File: src/rtl/clksyn_pkg.sv
package clksyn_pkg;
   localparam int CODE_W  = 3;
   localparam int DIV_W   = 10;
   localparam int MAX_DIV = 825;

   typedef enum logic [2:0] {
      CMD_NONE,
      CMD_RATIO,
      CMD_RANGE,
      CMD_OFFSET,
      CMD_ENABLE
   } cmd_e;

   function automatic logic code_ok(input logic [CODE_W-1:0] code);
      return (code == 3'b100) || (code == 3'b011) ||
             (code == 3'b101) || (code == 3'b110);
   endfunction

   function automatic logic [DIV_W-1:0] ref_div(input logic [CODE_W-1:0] code);
      case (code)
         3'b100:  return DIV_W'(100);
         3'b011:  return DIV_W'(825);
         3'b101:  return DIV_W'(337);
         default: return DIV_W'(120);
      endcase
   endfunction

   function automatic logic [DIV_W-1:0] fb_div(input logic [CODE_W-1:0] code);
      case (code)
         3'b011:  return DIV_W'(448);
         3'b101:  return DIV_W'(183);
         default: return DIV_W'(63);
      endcase
   endfunction
endpackage

File: src/rtl/clksyn_setup_decode.sv
module clksyn_setup_decode
   import clksyn_pkg::*;
#(
   parameter int                TRIM_W     = 6,
   parameter logic [TRIM_W-1:0] RANGE_RST  = 6'h21,
   parameter logic [TRIM_W-1:0] OFFSET_RST = 6'h0A,
   parameter logic [CODE_W-1:0] CODE_RST   = 3'b110,
   parameter logic              EN_RST     = 1'b1
) (
   input  logic              clk,
   input  logic              rst_n,
   input  logic              msg_valid,
   input  logic [7:0]        msg_a,
   input  logic [7:0]        msg_b,
   input  logic [7:0]        msg_c,
   output logic              osc_en,
   output logic [CODE_W-1:0] ratio_code,
   output logic [TRIM_W-1:0] range_trim,
   output logic [TRIM_W-1:0] offset_trim,
   output logic              lock_ctl,
   output logic [1:0]        disc_ctl,
   output logic              ratio_load
);
   if (TRIM_W < 1 || TRIM_W > 6) begin : g_bad_trim
      $error("TRIM_W must lie in 1..6");
   end
   if (!code_ok(CODE_RST)) begin : g_bad_code
      $error("CODE_RST must be a listed ratio code");
   end

   cmd_e cmd;
   logic hdr_ok;
   logic unused_bits;

   assign hdr_ok      = (msg_b[7:6] == 2'b10) && (msg_c[1:0] == 2'b00);
   assign unused_bits = ^{msg_a[4:3], msg_b[5], msg_b[2:1], msg_c[7:6], msg_c[4:2]};

   always_comb begin
      cmd = CMD_NONE;
      if (msg_valid && hdr_ok) begin
         if (msg_c[5])      cmd = CMD_RATIO;
         else if (msg_b[4]) cmd = CMD_RANGE;
         else if (msg_b[3]) cmd = CMD_OFFSET;
         else               cmd = CMD_ENABLE;
      end
   end

   always_ff @(posedge clk or negedge rst_n) begin
      if (!rst_n) begin
         osc_en      <= EN_RST;
         ratio_code  <= CODE_RST;
         range_trim  <= RANGE_RST;
         offset_trim <= OFFSET_RST;
         lock_ctl    <= 1'b0;
         disc_ctl    <= 2'b00;
         ratio_load  <= 1'b0;
      end else begin
         ratio_load <= 1'b0;
         case (cmd)
            CMD_RATIO: begin
               if (code_ok(msg_a[2:0])) begin
                  ratio_code <= msg_a[2:0];
                  lock_ctl   <= msg_a[5];
                  disc_ctl   <= msg_a[7:6];
                  ratio_load <= 1'b1;
               end
            end
            CMD_RANGE:  range_trim  <= msg_a[TRIM_W-1:0];
            CMD_OFFSET: offset_trim <= msg_a[TRIM_W-1:0];
            CMD_ENABLE: osc_en      <= msg_b[0];
            default: ;
         endcase
      end
   end

   p_idle_hold_r1: assert property (@(posedge clk) disable iff (!rst_n)
      !msg_valid |=> ($stable(osc_en) && $stable(ratio_code) && $stable(range_trim) &&
                      $stable(offset_trim) && $stable(lock_ctl) && $stable(disc_ctl)));

   p_bad_code_kept_r9: assert property (@(posedge clk) disable iff (!rst_n)
      (msg_valid && hdr_ok && msg_c[5] && !code_ok(msg_a[2:0]))
         |=> ($stable(ratio_code) && !ratio_load));

   p_code_listed_r8: assert property (@(posedge clk) disable iff (!rst_n)
      code_ok(ratio_code));

   p_ratio_beats_trims_r7: assert property (@(posedge clk) disable iff (!rst_n)
      (msg_valid && msg_c[5]) |=> ($stable(range_trim) && $stable(offset_trim)));
endmodule

File: src/rtl/clksyn_tick_div.sv
module clksyn_tick_div #(
   parameter int CNT_W = 10
) (
   input  logic             clk,
   input  logic             rst_n,
   input  logic             clr,
   input  logic             tick,
   input  logic [CNT_W-1:0] div_n,
   output logic             pulse
);
   if (CNT_W < 2) begin : g_bad_w
      $error("CNT_W must be at least 2");
   end

   logic [CNT_W-1:0] cnt;
   logic             wrap;

   assign wrap = (cnt >= div_n - 1'b1);

   always_ff @(posedge clk or negedge rst_n) begin
      if (!rst_n) begin
         cnt   <= '0;
         pulse <= 1'b0;
      end else if (clr) begin
         cnt   <= '0;
         pulse <= 1'b0;
      end else if (tick) begin
         cnt   <= wrap ? '0 : cnt + 1'b1;
         pulse <= wrap;
      end else begin
         pulse <= 1'b0;
      end
   end

   p_clr_idle_r10: assert property (@(posedge clk) disable iff (!rst_n)
      clr |=> (cnt == '0 && !pulse));

   p_pulse_needs_tick_r11: assert property (@(posedge clk) disable iff (!rst_n)
      pulse |-> ($past(tick) && !$past(clr)));
endmodule

File: src/rtl/clksyn_setup_ctrl.sv
module clksyn_setup_ctrl
   import clksyn_pkg::*;
#(
   parameter int          TRIM_W     = 6,
   parameter int          CNT_W      = DIV_W,
   parameter logic [5:0]  RANGE_RST  = 6'h21,
   parameter logic [5:0]  OFFSET_RST = 6'h0A,
   parameter logic [2:0]  CODE_RST   = 3'b110,
   parameter logic        EN_RST     = 1'b1
) (
   input  logic              clk,
   input  logic              rst_n,
   input  logic              msg_valid,
   input  logic [7:0]        msg_a,
   input  logic [7:0]        msg_b,
   input  logic [7:0]        msg_c,
   input  logic              sleep_req,
   input  logic              ref_tick,
   input  logic              fb_tick,
   output logic              osc_en,
   output logic [2:0]        ratio_code,
   output logic [TRIM_W-1:0] range_trim,
   output logic [TRIM_W-1:0] offset_trim,
   output logic              lock_ctl,
   output logic [1:0]        disc_ctl,
   output logic              ref_pulse,
   output logic              fb_pulse
);
   localparam int N_DIV = 2;

   if (CNT_W < $clog2(MAX_DIV + 1)) begin : g_bad_cnt
      $error("CNT_W too narrow for the largest divider");
   end

   logic                ratio_load;
   logic                div_clr;
   logic [N_DIV-1:0]    tick_v;
   logic [N_DIV-1:0]    pulse_v;
   logic [CNT_W-1:0]    div_v [N_DIV];

   clksyn_setup_decode #(
      .TRIM_W(TRIM_W), .RANGE_RST(RANGE_RST[TRIM_W-1:0]),
      .OFFSET_RST(OFFSET_RST[TRIM_W-1:0]), .CODE_RST(CODE_RST), .EN_RST(EN_RST)
   ) i_decode (
      .clk(clk), .rst_n(rst_n), .msg_valid(msg_valid),
      .msg_a(msg_a), .msg_b(msg_b), .msg_c(msg_c),
      .osc_en(osc_en), .ratio_code(ratio_code), .range_trim(range_trim),
      .offset_trim(offset_trim), .lock_ctl(lock_ctl), .disc_ctl(disc_ctl),
      .ratio_load(ratio_load)
   );

   assign div_clr  = !osc_en || ratio_load;
   assign tick_v   = {fb_tick, ref_tick};
   assign div_v[0] = CNT_W'(ref_div(ratio_code));
   assign div_v[1] = CNT_W'(fb_div(ratio_code));

   for (genvar g = 0; g < N_DIV; g++) begin : g_div
      clksyn_tick_div #(.CNT_W(CNT_W)) i_div (
         .clk(clk), .rst_n(rst_n), .clr(div_clr), .tick(tick_v[g]),
         .div_n(div_v[g]), .pulse(pulse_v[g])
      );
   end

   assign ref_pulse = pulse_v[0];
   assign fb_pulse  = pulse_v[1];

   p_off_quiet_r10: assert property (@(posedge clk) disable iff (!rst_n)
      (!osc_en && !$past(osc_en)) |-> (!ref_pulse && !fb_pulse));

   p_sleep_no_effect_r12: assert property (@(posedge clk) disable iff (!rst_n)
      ((sleep_req != $past(sleep_req)) && !msg_valid) |=> $stable(osc_en));
endmodule

File: config.mk
export PLATFORM = sky130hd
export DESIGN_NAME = clksyn_setup_ctrl
export DESIGN_NICKNAME = d
export VERILOG_FILES = /design/src/rtl/clksyn_pkg.sv /design/src/rtl/clksyn_setup_decode.sv /design/src/rtl/clksyn_tick_div.sv /design/src/rtl/clksyn_setup_ctrl.sv
export SDC_FILE = /design/constraint.sdc
export NUM_CORES = 1
export LEC_CHECK = 0
export ABC_AREA = 1
export BUFFER_PORTS_ARGS = -buffer_cell sky130_fd_sc_hd__buf_2
export CAP_MARGIN = 20
export CORE_MARGIN = 1
export CORE_UTILIZATION = 59
export CTS_CLUSTER_DIAMETER = 50
export DETAILED_ROUTE_END_ITERATION = 10
export MAX_ROUTING_LAYER = met4
export PLACE_DENSITY = 0.85
export SYNTH_ARGS = -nofsm -noshare
export SYNTH_HDL_FRONTEND = slang
export SYNTH_SLANG_ARGS = --single-unit
File: constraint.sdc
create_clock -name clk -period 5.31 [get_ports clk]
set_input_delay 0.7965 -clock clk [delete_from_list [all_inputs] [get_ports clk]]
set_output_delay 0.7965 -clock clk [all_outputs]
set_load 0.005 [all_outputs]
# Yosys cells after proc, flatten, opt, wreduce, memory -nomap -nowiden
# Cells that the tools add are included.
# op_classes
addsub,4
magnitude_cmp,2
n_eq_ne,12
n_mux,18
n_reduce_logical,11
# op_table
op,n
$mux W10,6
$pmux W10 S3,1
$add A10 B1 Y10 const B,2
$ge A10 B10 Y1,2
$eq A3 B3 Y1 const B,6
$pmux W9 S2,1
$eq A3 B2 Y1 const B,4
$mux W3,4
$sub A10 B1 Y10 const B,1
$sub A9 B1 Y10 const B,1
$mux W1,6
$logic_or A1 B1 Y1,4
$reduce_bool A2 Y1,2
$eq A3 B1 Y1 const B,1
$eq A2 B2 Y1 const B,1
$logic_and A1 B1 Y1,2
$logic_not A2 Y1,1
$reduce_and A2 Y1,1
$logic_not A1 Y1,1
# word_totals
register_bits,42
input_bits,30
word_cells,58

# Longest topological paths before layout
# Gate-level depths: netlist of the first run.
# logic_depth
depth_word,7
ltp_mapped,15
depth_no_buf,15

# By module
# Synthesis of the first run repeated with hierarchy kept, for this count alone.
# unflattened
cells_unflattened,379
area_unflattened_um2,2989.1
# modules_own_cells
mod,n_inst,cells_each,area_each_um2
clksyn_tick_div (g_div[1].i_div),1,130,989.7
clksyn_tick_div (g_div[0].i_div),1,127,968.4
clksyn_setup_decode,1,102,952.2
clksyn_setup_ctrl,1,20,78.8

# Worst setup path after synthesis of the first run
# Ideal clock, no wire load.
# synth_path
kind,reg2reg
startpoint,reg i_decode.ratio_code[2]
endpoint,reg g_div[0].i_div.cnt[6]
setup_time_ns,0.072
arrival_time_ns,2.336
t_required_ns,5.238
path_slack_ns,2.902
stages_incl_launch_ff,16
n_path_buf,0
synth_period_minus_slack_ns,2.408
path_cell_list,dfstp_2 > inv_1 > nor3_1 > nor2_1 > ha_1 > a211oi_1 > ha_1 > nand2_1 > inv_1 > nand2_1 > nand2_1 > nand2_1 > nand3_1 > nand2_1 > nand2_1 > nor2_1
# synth_via
elab_chain_len,7
word_cells_on_any_way,9
# synth_rtl
item,line_no,source
"start, declared",clksyn_setup_decode.sv:17,"output logic [CODE_W-1:0] ratio_code,"
"start signal, assigned",clksyn_setup_decode.sv:62,ratio_code <= msg_a[2:0];
$eq A3 B3 Y1 / $eq A3 B2 Y1 (equally long branches),clksyn_pkg.sv:20,case (code)
$pmux W10 S3 *,clksyn_pkg.sv:20,
$sub A10 B1 Y10 *,clksyn_tick_div.sv:18,assign wrap = (cnt >= div_n - 1'b1);
$ge A10 B10 Y1 *,clksyn_tick_div.sv:18,
$mux W10 *,clksyn_tick_div.sv:28,cnt <= wrap ? '0 : cnt + 1'b1;
$mux W10 *,clksyn_tick_div.sv:27,end else if (tick) begin
$mux W10 *,clksyn_tick_div.sv:24,end else if (clr) begin
"end signal, assigned",clksyn_tick_div.sv:28,
"end, declared",clksyn_tick_div.sv:15,logic [CNT_W-1:0] cnt;
# Mark *: on every way between the ends. The rest lies on a longest branch, timed or not. The select of a mux whose other input is x is not followed.
# A chain may end at the register's enable or synchronous reset.

# Final worst setup path of the first run
# layout_path
startpoint,reg i_decode.ratio_code[2]
endpoint,reg g_div[0].i_div.cnt[5]
# Same word-level chain as after synthesis.

==> metrics.csv, run 1 <==
stage;metric;value;unit
status;status;completed;
pwr;Clk pwr share;25.0;%
hold_path;Min-Delay Path Class;flop to flop;
cells_and_area;Fill cells;316;
timing;crit path time final;2.82;ns
global_route;grt ovf;0;
pwr;PD cells;298;mW/mm^2
pwr;Tot Pwr;842;uW
timing;Worst Max-Slew Pin Slew;0.893;ns
worst_setup_path;Critical-path top delay cell;dfstp_2;
floorplan;Die Span Y;66.9;microns
floorplan;row cnt;23;
global_route;largest net degree at the start of global routing;43;
yosys;Main synth FF type;dfrtp_1;
yosys;Seq/Total Area, Yosys;42.6;%
pwr;internal power;554;uW
yosys;Synth warnings;0;
worst_setup_path;CP Cell Sequence;inv_1, nor3_1, nor2_1, ha_1, a211oi_1, ha_1, nand2_1, inv_1, nand2_1, nand2_1, nand2_1, nand3_1, nand2_1, nand2_1, nor2_1;
timing;Slew HR;40.5;%
yosys;Synth area leaders;dfrtp_1 35%, nand2_1 12%, ha_1 11%;
yosys;Post-synth top cells;80 x nand2_1, 38 x inv_1, 35 x dfrtp_1, 26 x nor2_1, 22 x ha_1;
timing;final hold viol count;0;
worst_setup_path;critical path class;flop to flop;
cts;CTS Buffer Depth;2;
pwr;Comb power frac;24.3;%
worst_setup_path;CP arrival;3.05;ns
detailed_routing;Residual DRC;0;
timing;unrepaired setup endpoints after global routing;false;
worst_setup_path;crit-path max cell delay;0.58;ns
cts;CTS tree;done;
detailed_routing;via count;2037;
cts;Hold-fix buffers, CTS;0;
placed_design;Final Wtd Congestion;0.873;
yosys;Synth top area share;35.2;%
timing;period utilisation layout;53.2;%
pwr;Reg power frac;50.7;%
placed_design;port bufs;41;
cts;CTS Root Cell;clkbuf_8;
worst_setup_path;startpoint class of the critical path;flop;
detailed_routing;drt wl/cell;12.1;microns
global_route;first-pass GRT wire length;8.05;mm
cts;Worst-path clk slew;0.09;ns
cells_and_area;layout cell share with drive strength beyond 1;22.6;%
cts;clk sink count;42;
worst_setup_path;Most common cell on crit path;nand2_1;
cts;CTS Buf Count;5;
cells_and_area;Area Growth Syn to Fin;13.5;%
yosys;ys async rst share;100;%
floorplan;die area;0.00448;sq mm
detailed_routing;final WL;4.76;mm
yosys;leading area contributor after synthesis;dfrtp_1;
placed_design;DP HPWL;3.59;mm
worst_setup_path;Crit. End Element;flop;
pwr;switching power;287;uW
cts;H-tree Lvls;2;
floorplan;starting density of the core;61.8;%
yosys;synthesized area;0.00249;sq mm
global_route;vias in the first global route;1965;
worst_setup_path;CP max FO;8;
pwr;peak supply drop;171;uV
detailed_routing;drt initial violations;69;
yosys;Synth cell types;30;
detailed_routing;DRT antenna net count;0;
yosys;#FFs+latches synth;42;
timing;FMAX;0.354;GHz
timing;Final Setup Violations;0;
timing;Worst Skew;0.00805;ns
timing;setup TNS;0;ns
detailed_routing;vias per cell;5.16;
global_route;GRT Total Usage;24.9;%
cells_and_area;fin nets;396;
yosys;Syn Area/Cell;8.35;sq um
worst_setup_path;worst path required time;5.53;ns
cells_and_area;# diodes;0;
floorplan;Die Span X;66.9;microns
flow_run;Max Cap Violations;0;
yosys;post-synthesis cell count;298;
worst_setup_path;CP Buf/Inv Count;2;
yosys;EDFF count, synth;0;
detailed_routing;DR pass1 iterations;4;
global_route;initial antenna violation count;0;
timing;Max Transition Viols Final;0;
floorplan;I/O pin cnt;51;
pwr;sw frac;34.1;%
cts;Post-CTS Setup Bufs;0;
cts;Clock Latency Late Sink;0.30;ns
pwr;leakage power;1.57;nW
yosys;count leader, synth;nand2_1;
floorplan;Core Footprint;0.00403;sq mm
worst_setup_path;crit-path leading delay family;simple AND/OR/NAND/NOR gates;
cts;post-cts resize count;0;
metrics by stage:
stage / setup slack [ns] / area (sq um) / std cells / util (%) / hold slack, ns
6_report: 2.49 / 2830 / 395 / 70.1 / 0.481
5_1_grt: 2.25 / 2830 / 395 / 70.1 / 0.499
4_1_cts: 2.47 / 2830 / 395 / 70.1 / 0.483
2_1_floorplan: 2.90 / 2500 / 300 / - / 0.471
3_3_place_gp: 2.55 / 2740 / 387 / 67.9 / 0.460
3_5_place_dp: 2.53 / 2740 / 387 / 67.9 / 0.463
layer usage:
layer	vias to the layer above	routed length, microns	track usage (%)
met5	-	0	-
met3	10	176	5.14
met4	0	81	10.1
li1	1035	-	-
met1	943	2200	28.6
met2	49	2300	42.3
final cells by class:
cell class / instances / area [sq um] / area share [%]
Inverter: 38 / 143 / 5.05
Clock inverter: 3 / 21.3 / 0.753
Clock buffer: 5 / 68.8 / 2.44
Tap cell: 50 / 62.6 / 2.21
Sequential cell: 42 / 1060 / 37.5
Timing Repair Buffer: 41 / 205 / 7.26
Multi-Input combinational cell: 216 / 1260 / 44.8
power by group through the flow:
stage | Combinational, mW | Clock, mW | Sequential, mW
floorplan | 0.139 | 0 | 0.423
CTS | 0.206 | 0.212 | 0.425
global route | 0.237 | 0.222 | 0.432
global placement | 0.192 | 0 | 0.428
finish | 0.205 | 0.211 | 0.426
detailed placement | 0.203 | 0 | 0.431
layout by cell type, fill, tap and decap left out, types with 2 or more instances in the layout:
cell type | synthesis | layout
xor2_1 | 10 | 10
o21ai_0 | 2 | 2
xnor2_1 | 3 | 3
nand3_1 | 17 | 17
conb_1 | 2 | 4
dfrtp_1 | 35 | 35
ha_1 | 22 | 22
a21oi_1 | 12 | 12
a21o_1 | 2 | 2
nor3_1 | 7 | 7
dfstp_2 | 7 | 7
nor2_2 | 2 | 2
inv_1 | 38 | 38
o21ai_2 | 12 | 12
nand4_1 | 2 | 2
nand2_1 | 80 | 80
nor3_2 | 2 | 2
clkbuf_8 | 0 | 5
nor2_1 | 26 | 26
buf_2 | 2 | 41
nand2_2 | 2 | 2
o21ai_1 | 4 | 4
state kept, by name, summed over array words and instances (netlist names):
register,count
i_decode.range_trim,6
i_decode.ratio_code,3
i_decode.lock_ctl,1
g_div.i_div.cnt,20
i_decode.offset_trim,6
i_decode.osc_en,1
i_decode.ratio_load,1
i_decode.disc_ctl,2
g_div.i_div.pulse,2
cell families (layout without fill, tap and decap cells):
logic type / Yosys count / after routing / synth area share (%)
and+or+nand+nor: 143 / 143 / 25.5
DFF: 42 / 42 / 42.6
buffers and inverters: 42 / 87 / 6.89
AOI/OAI and AO/OA: 34 / 34 / 9.05
adders and majority gates: 22 / 22 / 11.1
xor gates and xnor gates: 13 / 13 / 4.58
other: 2 / 4 / 0.302
tightest hold or removal path, cell delays in order, from the launching register on:
cell and delay, ns:
dfstp_2 0.37, nand2_1 0.06, o21ai_2 0.05
path summary, 6_finish.rpt:
kind                                           end                     from  depth (start not counted)  slack [ns]
max                          g_div[0].i_div.cnt[5]   i_decode.ratio_code[2]                         15        2.49
min                        i_decode.offset_trim[3]  i_decode.offset_trim[3]                          2        0.48
max reg2reg                  g_div[0].i_div.cnt[5]   i_decode.ratio_code[2]                         15        2.49
min reg2reg                i_decode.offset_trim[3]  i_decode.offset_trim[3]                          2        0.48
max in group asynchronous     g_div[0].i_div.pulse                    rst_n                          1        4.14
min in group asynchronous  i_decode.offset_trim[0]                    rst_n                          1        0.62
No activity file was read; power rests on OpenSTA's default activity.
==> run 2: changes to the inputs <==
--- a/config.mk
+++ b/config.mk
@@ -9,11 +9,11 @@
 export BUFFER_PORTS_ARGS = -buffer_cell sky130_fd_sc_hd__buf_2
 export CAP_MARGIN = 20
 export CORE_MARGIN = 1
-export CORE_UTILIZATION = 59
+export CORE_UTILIZATION = 49
 export CTS_CLUSTER_DIAMETER = 50
 export DETAILED_ROUTE_END_ITERATION = 10
 export MAX_ROUTING_LAYER = met4
-export PLACE_DENSITY = 0.85
+export PLACE_DENSITY = 0.75
 export SYNTH_ARGS = -nofsm -noshare
 export SYNTH_HDL_FRONTEND = slang
 export SYNTH_SLANG_ARGS = --single-unit
==> constraint.sdc (replaced) <==
create_clock -name clk -period 2.3 [get_ports clk]
set_input_delay 0.345 -clock clk [delete_from_list [all_inputs] [get_ports clk]]
set_output_delay 0.345 -clock clk [all_outputs]
set_load 0.005 [all_outputs]
==> run 2 against run 1 <==
The run now ends with negative setup slack left. First-iteration DRC count increased by 7.2%. Sequential cell count is the same. Critical path depth fell by 2. Largest cell class unchanged.
==> metrics.csv, run 2 (same netlist as run 1, synthesis figures left out) <==
stage;metric;value;unit
status;status;finished, violations left;
status;failing checks;negative setup slack;
cells_and_area;Largest regs;g_div.i_div.cnt: 20 flops, i_decode.offset_trim: 6 flops, i_decode.range_trim: 6 flops;
pwr;peak supply drop;541;uV
floorplan;Die Span X;73.3;microns
global_route;first-pass GRT wire length;9.02;mm
global_route;largest net degree at the start of global routing;29;
global_route;initial antenna violation count;0;
flow_run;Max Cap Violations;0;
cells_and_area;Post-Layout Cell Count;427;
detailed_routing;DRT antenna net count;0;
worst_setup_path;FF-to-FF Start;i_decode.ratio_code[2];
cts;Clock Latency Late Sink;0.30;ns
cells_and_area;max reg flops;20;
worst_setup_path;crit-path max cell delay;0.55;ns
cells_and_area;fin nets;411;
detailed_routing;Residual DRC;0;
cells_and_area;largest register by flop count;g_div.i_div.cnt;
floorplan;row cnt;25;
cells_and_area;# diodes;0;
floorplan;starting density of the core;51.7;%
detailed_routing;vias per cell;4.86;
cells_and_area;Seq. cell area;0.00106;sq mm
placed_design;Final Wtd Congestion;0.793;
worst_setup_path;reg2reg path depth;13;
worst_setup_path;Critical-path top delay cell;dfstp_2;
floorplan;Core Footprint;0.00482;sq mm
cts;CTS Buf Count;5;
worst_setup_path;Crit. End Element;flop;
hold_path;hold wc startpoint;msg_a[7];
hold_path;hold endpoint;i_decode.disc_ctl[1];
cts;CTS tree;done;
hold_path;Min-Delay Path Class;input port to flop;
cells_and_area;commonest non-fill, non-tap cell in the layout;nand2_1;
floorplan;Die Span Y;73.3;microns
timing;setup ws final;-0.0558;ns
cells_and_area;Finished Cell Area;0.00310;sq mm
placed_design;placed cell count;415;
timing;Hold WS;0.238;ns
placed_design;placed instance area;0.00285;sq mm
cells_and_area;most frequent cells in the layout;76 x nand2_1, 41 x buf_2, 35 x dfrtp_1;
placed_design;port bufs;41;
global_route;grt ovf;0;
global_route;GRT Total Usage;22.8;%
timing;Worst Skew;0.00697;ns
worst_setup_path;worst path required time;2.48;ns
detailed_routing;final WL;5.24;mm
pwr;leakage power;1.68;nW
timing;final hold viol count;0;
cts;CTS Buffer Depth;2;
detailed_routing;drt wl/cell;12.3;microns
worst_setup_path;crit-path leading delay family;simple AND/OR/NAND/NOR gates;
worst_setup_path;FF-to-FF setup slack;-0.06;ns
cells_and_area;Layout Utilization;64.4;%
cts;CTS Root Cell;clkbuf_8;
floorplan;die area;0.00537;sq mm
timing;FMAX;0.424;GHz
detailed_routing;drt initial violations;74;
cts;clk sink count;42;
worst_setup_path;CP max FO;6;
cells_and_area;Area Growth Syn to Fin;24.6;%
cells_and_area;area of the multi-input gates;0.00137;sq mm
cts;H-tree Lvls;2;
timing;unrepaired setup endpoints after global routing;true;
detailed_routing;DR pass1 iterations;4;
pwr;Tot Pwr;2.14;mW
pwr;PD cells;691;mW/mm^2
timing;Final Setup Violations;7;
placed_design;DP HPWL;3.95;mm
worst_setup_path;critical path class;flop to flop;
cells_and_area;Fill cells;428;
hold_path;worst hold stages;3;
worst_setup_path;r2r endpoint;g_div[0].i_div.cnt[3];
worst_setup_path;CP arrival;2.54;ns
timing;period utilisation layout;102;%
global_route;vias in the first global route;2090;
cells_and_area;layout cell share with drive strength beyond 1;31.7;%
worst_setup_path;startpoint class of the critical path;flop;
worst_setup_path;CP Cell Sequence;inv_2, nor3_4, nor2_4, buf_6, ha_1, ha_1, nand2_1, nor2_1, nand3_1, nand3_2, nand2_4, nand2_4, nor2_1;
timing;crit path time final;2.36;ns
detailed_routing;via count;2075;
floorplan;I/O pin cnt;51;
worst_setup_path;CP Buf/Inv Count;2;
timing;Max Transition Viols Final;0;
cts;Worst-path clk slew;0.08;ns
==> run 2: cell count changes in the layout (fill, tap and decap cells not counted), sizes merged <==
cell,change
buf,+14
clkinv,-2
bufinv,+1
clkbuf,+1
dlygate4sd3,+1
==> run 2: per-stage QoR <==
step / setup WS (ns) / setup TNS (ns)
2_1_floorplan: 0.00332 / 0
3_3_place_gp: -0.0481 / -0.322
3_5_place_dp: -0.132 / -0.932
4_1_cts: 0.00102 / 0
5_1_grt: -0.196 / -1.86
6_report: -0.0558 / -0.275
==> run 2: metal layers <==
layer / global-route usage [%] / part of all wire [%]
met5: - / 0
met3: 5.35 / 4.2
met4: 7.63 / 1.6
met2: 37.7 / 50
met1: 27.4 / 44
==> run 2: worst reg2reg max path: stages, from the launching register on <==
cell     delay (ns)
dfstp_2        0.55
inv_2          0.06
nor3_4         0.18
nor2_4         0.07
buf_6          0.14
ha_1           0.30
ha_1           0.28
nand2_1        0.05
nor2_1         0.12
nand3_1        0.12
nand3_2        0.13
nand2_4        0.07
nand2_4        0.13
nor2_1         0.06
==> run 2: area by class of cell <==
class | count | share of cell area (%)
clock inverter | 2 | 1.21
inverter | 38 | 4.68
multi-input combinational | 216 | 44.3
sequential | 42 | 34.2
timing repair buffer | 56 | 10.6
tap | 67 | 2.70
clock buffer | 6 | 2.34
==> run 2: worst max-delay path by stage <==
stage / start / to / slack, ns / cells past startpoint
after floorplan: i_decode.ratio_code[1] / g_div[0].i_div.cnt[6] / 0.003 / 15
after global placement: i_decode.ratio_code[1] / g_div[0].i_div.cnt[0] / -0.05 / 13
after detailed placement: i_decode.ratio_code[1] / g_div[0].i_div.cnt[6] / -0.13 / 15
after CTS: i_decode.ratio_code[1] / g_div[0].i_div.cnt[6] / 0.001 / 15
after global routing: i_decode.ratio_code[2] / g_div[0].i_div.cnt[1] / -0.20 / 15
final: i_decode.ratio_code[2] / g_div[0].i_div.cnt[3] / -0.06 / 13
==> run 2: power breakdown <==
part           internal [mW]  total, mW  switching (mW)  leakage [nW]
Sequential             0.866      0.986           0.120         0.542
Clock                  0.324      0.578           0.254        0.0514
Combinational          0.258      0.579           0.321          1.09
Total                   1.45       2.14           0.695          1.68
==> run 2: repair_timing <==
action | CTS | global route
endpoints found under the setup margin | 10 | 20
pin swaps | 9 | 9
setup buffers | 2 | 2
endpoints found under the hold margin | 13 | 0
cloned | 0 | 0
resized for setup | 16 | 16
hold buffers | 1 | 0
==> run 3: changes to the inputs <==
--- a/config.mk
+++ b/config.mk
@@ -12,7 +12,6 @@
 export CORE_UTILIZATION = 49
 export CTS_CLUSTER_DIAMETER = 50
 export DETAILED_ROUTE_END_ITERATION = 10
-export MAX_ROUTING_LAYER = met4
 export PLACE_DENSITY = 0.75
 export SYNTH_ARGS = -nofsm -noshare
 export SYNTH_HDL_FRONTEND = slang
==> run 3 against run 2 <==
The flow still finishes with violations (negative setup slack). Die area did not move. Clock power is essentially flat. Setup slack is essentially flat. Combinational power is essentially flat. Clock-buffer cell count unchanged. Wire length about the same.
==> metrics.csv, run 3 (same netlist as run 1, synthesis figures left out) <==
stage;metric;value;unit
status;status;finished, violations left;
status;failing checks;negative setup slack;
detailed_routing;DR pass1 iterations;4;
global_route;largest net degree at the start of global routing;29;
worst_setup_path;crit-path leading delay family;simple AND/OR/NAND/NOR gates;
worst_setup_path;Crit. End Element;flop;
detailed_routing;DRT antenna net count;0;
floorplan;row cnt;25;
worst_setup_path;CP arrival;2.54;ns
worst_setup_path;FF-to-FF Start;i_decode.ratio_code[2];
worst_setup_path;reg2reg path depth;13;
cells_and_area;most frequent cells in the layout;76 x nand2_1, 41 x buf_2, 35 x dfrtp_1;
timing;Final Setup Violations;7;
floorplan;I/O pin cnt;51;
worst_setup_path;CP Buf/Inv Count;2;
cts;H-tree Lvls;2;
floorplan;Core Footprint;0.00482;sq mm
placed_design;port bufs;41;
worst_setup_path;crit-path max cell delay;0.55;ns
cts;clk sink count;42;
placed_design;placed instance area;0.00285;sq mm
hold_path;worst hold stages;3;
global_route;initial antenna violation count;0;
floorplan;starting density of the core;51.7;%
timing;Max Transition Viols Final;0;
cells_and_area;# diodes;0;
hold_path;Min-Delay Path Class;input port to flop;
hold_path;hold endpoint;i_decode.disc_ctl[1];
cells_and_area;layout cell share with drive strength beyond 1;31.7;%
hold_path;hold wc startpoint;msg_a[7];
timing;final hold viol count;0;
placed_design;Final Wtd Congestion;0.782;
cts;CTS Buffer Depth;2;
global_route;grt ovf;0;
detailed_routing;via count;2069;
timing;unrepaired setup endpoints after global routing;true;
cells_and_area;Post-Layout Cell Count;427;
cells_and_area;Finished Cell Area;0.00310;sq mm
detailed_routing;final WL;5.23;mm
cells_and_area;fin nets;411;
worst_setup_path;CP Cell Sequence;inv_2, nor3_4, nor2_4, buf_6, ha_1, ha_1, nand2_1, nor2_1, nand3_1, nand3_2, nand2_4, nand2_4, nor2_1;
detailed_routing;vias per cell;4.85;
cts;Clock Latency Late Sink;0.29;ns
cells_and_area;Layout Utilization;64.4;%
global_route;first-pass GRT wire length;9.02;mm
cells_and_area;Area Growth Syn to Fin;24.6;%
timing;Worst Skew;0.00500;ns
placed_design;DP HPWL;3.95;mm
worst_setup_path;CP max FO;6;
pwr;leakage power;1.68;nW
cts;Worst-path clk slew;0.08;ns
global_route;vias in the first global route;2090;
detailed_routing;drt wl/cell;12.2;microns
cts;CTS Root Cell;clkbuf_8;
cells_and_area;max reg flops;20;
timing;crit path time final;2.36;ns
cts;CTS Buf Count;5;
floorplan;Die Span X;73.3;microns
pwr;PD cells;691;mW/mm^2
worst_setup_path;startpoint class of the critical path;flop;
pwr;peak supply drop;546;uV
timing;period utilisation layout;102;%
flow_run;Max Cap Violations;0;
floorplan;Die Span Y;73.3;microns
worst_setup_path;critical path class;flop to flop;
cells_and_area;largest register by flop count;g_div.i_div.cnt;
worst_setup_path;worst path required time;2.48;ns
worst_setup_path;FF-to-FF setup slack;-0.06;ns
floorplan;die area;0.00537;sq mm
cells_and_area;Largest regs;g_div.i_div.cnt: 20 flops, i_decode.offset_trim: 6 flops, i_decode.range_trim: 6 flops;
placed_design;placed cell count;415;
timing;setup ws final;-0.0558;ns
global_route;GRT Total Usage;22.1;%
cts;CTS tree;done;
detailed_routing;Residual DRC;0;
worst_setup_path;r2r endpoint;g_div[0].i_div.cnt[3];
detailed_routing;drt initial violations;76;
timing;FMAX;0.424;GHz
worst_setup_path;Critical-path top delay cell;dfstp_2;
cells_and_area;commonest non-fill, non-tap cell in the layout;nand2_1;
[run 3: cell counts in the layout (fill, tap and decap cells not counted)]
Identical to the previous run, type by type.
[run 3: worst max path at each step]
| stage | from | end | slack (ns) | cells after the start |
|---|---|---|---|---|
| floorplan | i_decode.ratio_code[1] | g_div[0].i_div.cnt[6] | 0.003 | 15 |
| global placement | i_decode.ratio_code[1] | g_div[0].i_div.cnt[0] | -0.05 | 13 |
| detailed placement | i_decode.ratio_code[1] | g_div[0].i_div.cnt[6] | -0.13 | 15 |
| CTS | i_decode.ratio_code[1] | g_div[0].i_div.cnt[6] | 0.001 | 15 |
| global route | i_decode.ratio_code[2] | g_div[0].i_div.cnt[1] | -0.20 | 15 |
| finish | i_decode.ratio_code[2] | g_div[0].i_div.cnt[3] | -0.06 | 13 |
[run 3: final cells by class]
class                      instances  area, sq um
sequential                        42         1060
tap                               67         83.8
multi-input combinational        216         1370
clock buffer                       6         72.6
clock inverter                     2         37.5
inverter                          38          145
fill                             428         1720
timing repair buffer              56          328
[run 3: power by group]
| part | leakage (nW) | switching, mW | internal (mW) |
|---|---|---|---|
| clock | 0.0514 | 0.256 | 0.324 |
| sequential | 0.542 | 0.119 | 0.866 |
| combinational | 1.09 | 0.320 | 0.258 |
| total | 1.68 | 0.696 | 1.45 |
[run 3: through the flow]
stage	hold slack (ns)	total power [mW]	TNS (ns)	worst slack (ns)
after floorplan	0.0494	1.30	0	0.00332
after global placement	0.272	1.47	-0.322	-0.0481
after detailed placement	0.274	1.51	-0.932	-0.132
after CTS	0.233	2.12	0	0.00102
after global routing	0.250	2.28	-1.86	-0.196
final	0.239	2.14	-0.273	-0.0558
[run 3: tightest hold or removal path: cells and delay by family]
| family | cells | cell delay, ns |
|---|---|---|
| simple gates | 2 | 0.08 |
| buf+inv | 1 | 0.07 |
[run 3: timing repair]
| item | in CTS | in global routing |
|---|---|---|
| gates resized for setup | 16 | 16 |
| buffers inserted | 2 | 2 |
| endpoints found under the hold margin | 13 | 0 |
| pin swaps | 9 | 9 |
| setup endpoints to repair | 10 | 20 |
| hold buffers | 1 | 0 |
[run 3: routing by layer]
layer / up-vias / track usage [%] / share of wire [%]
met1: 941 / 27.1 / 43
met5: - / 0 / 0
met3: 11 / 5.90 / 4.9
li1: 1071 / - / -
met2: 46 / 37.7 / 50
met4: 0 / 7.63 / 1.7
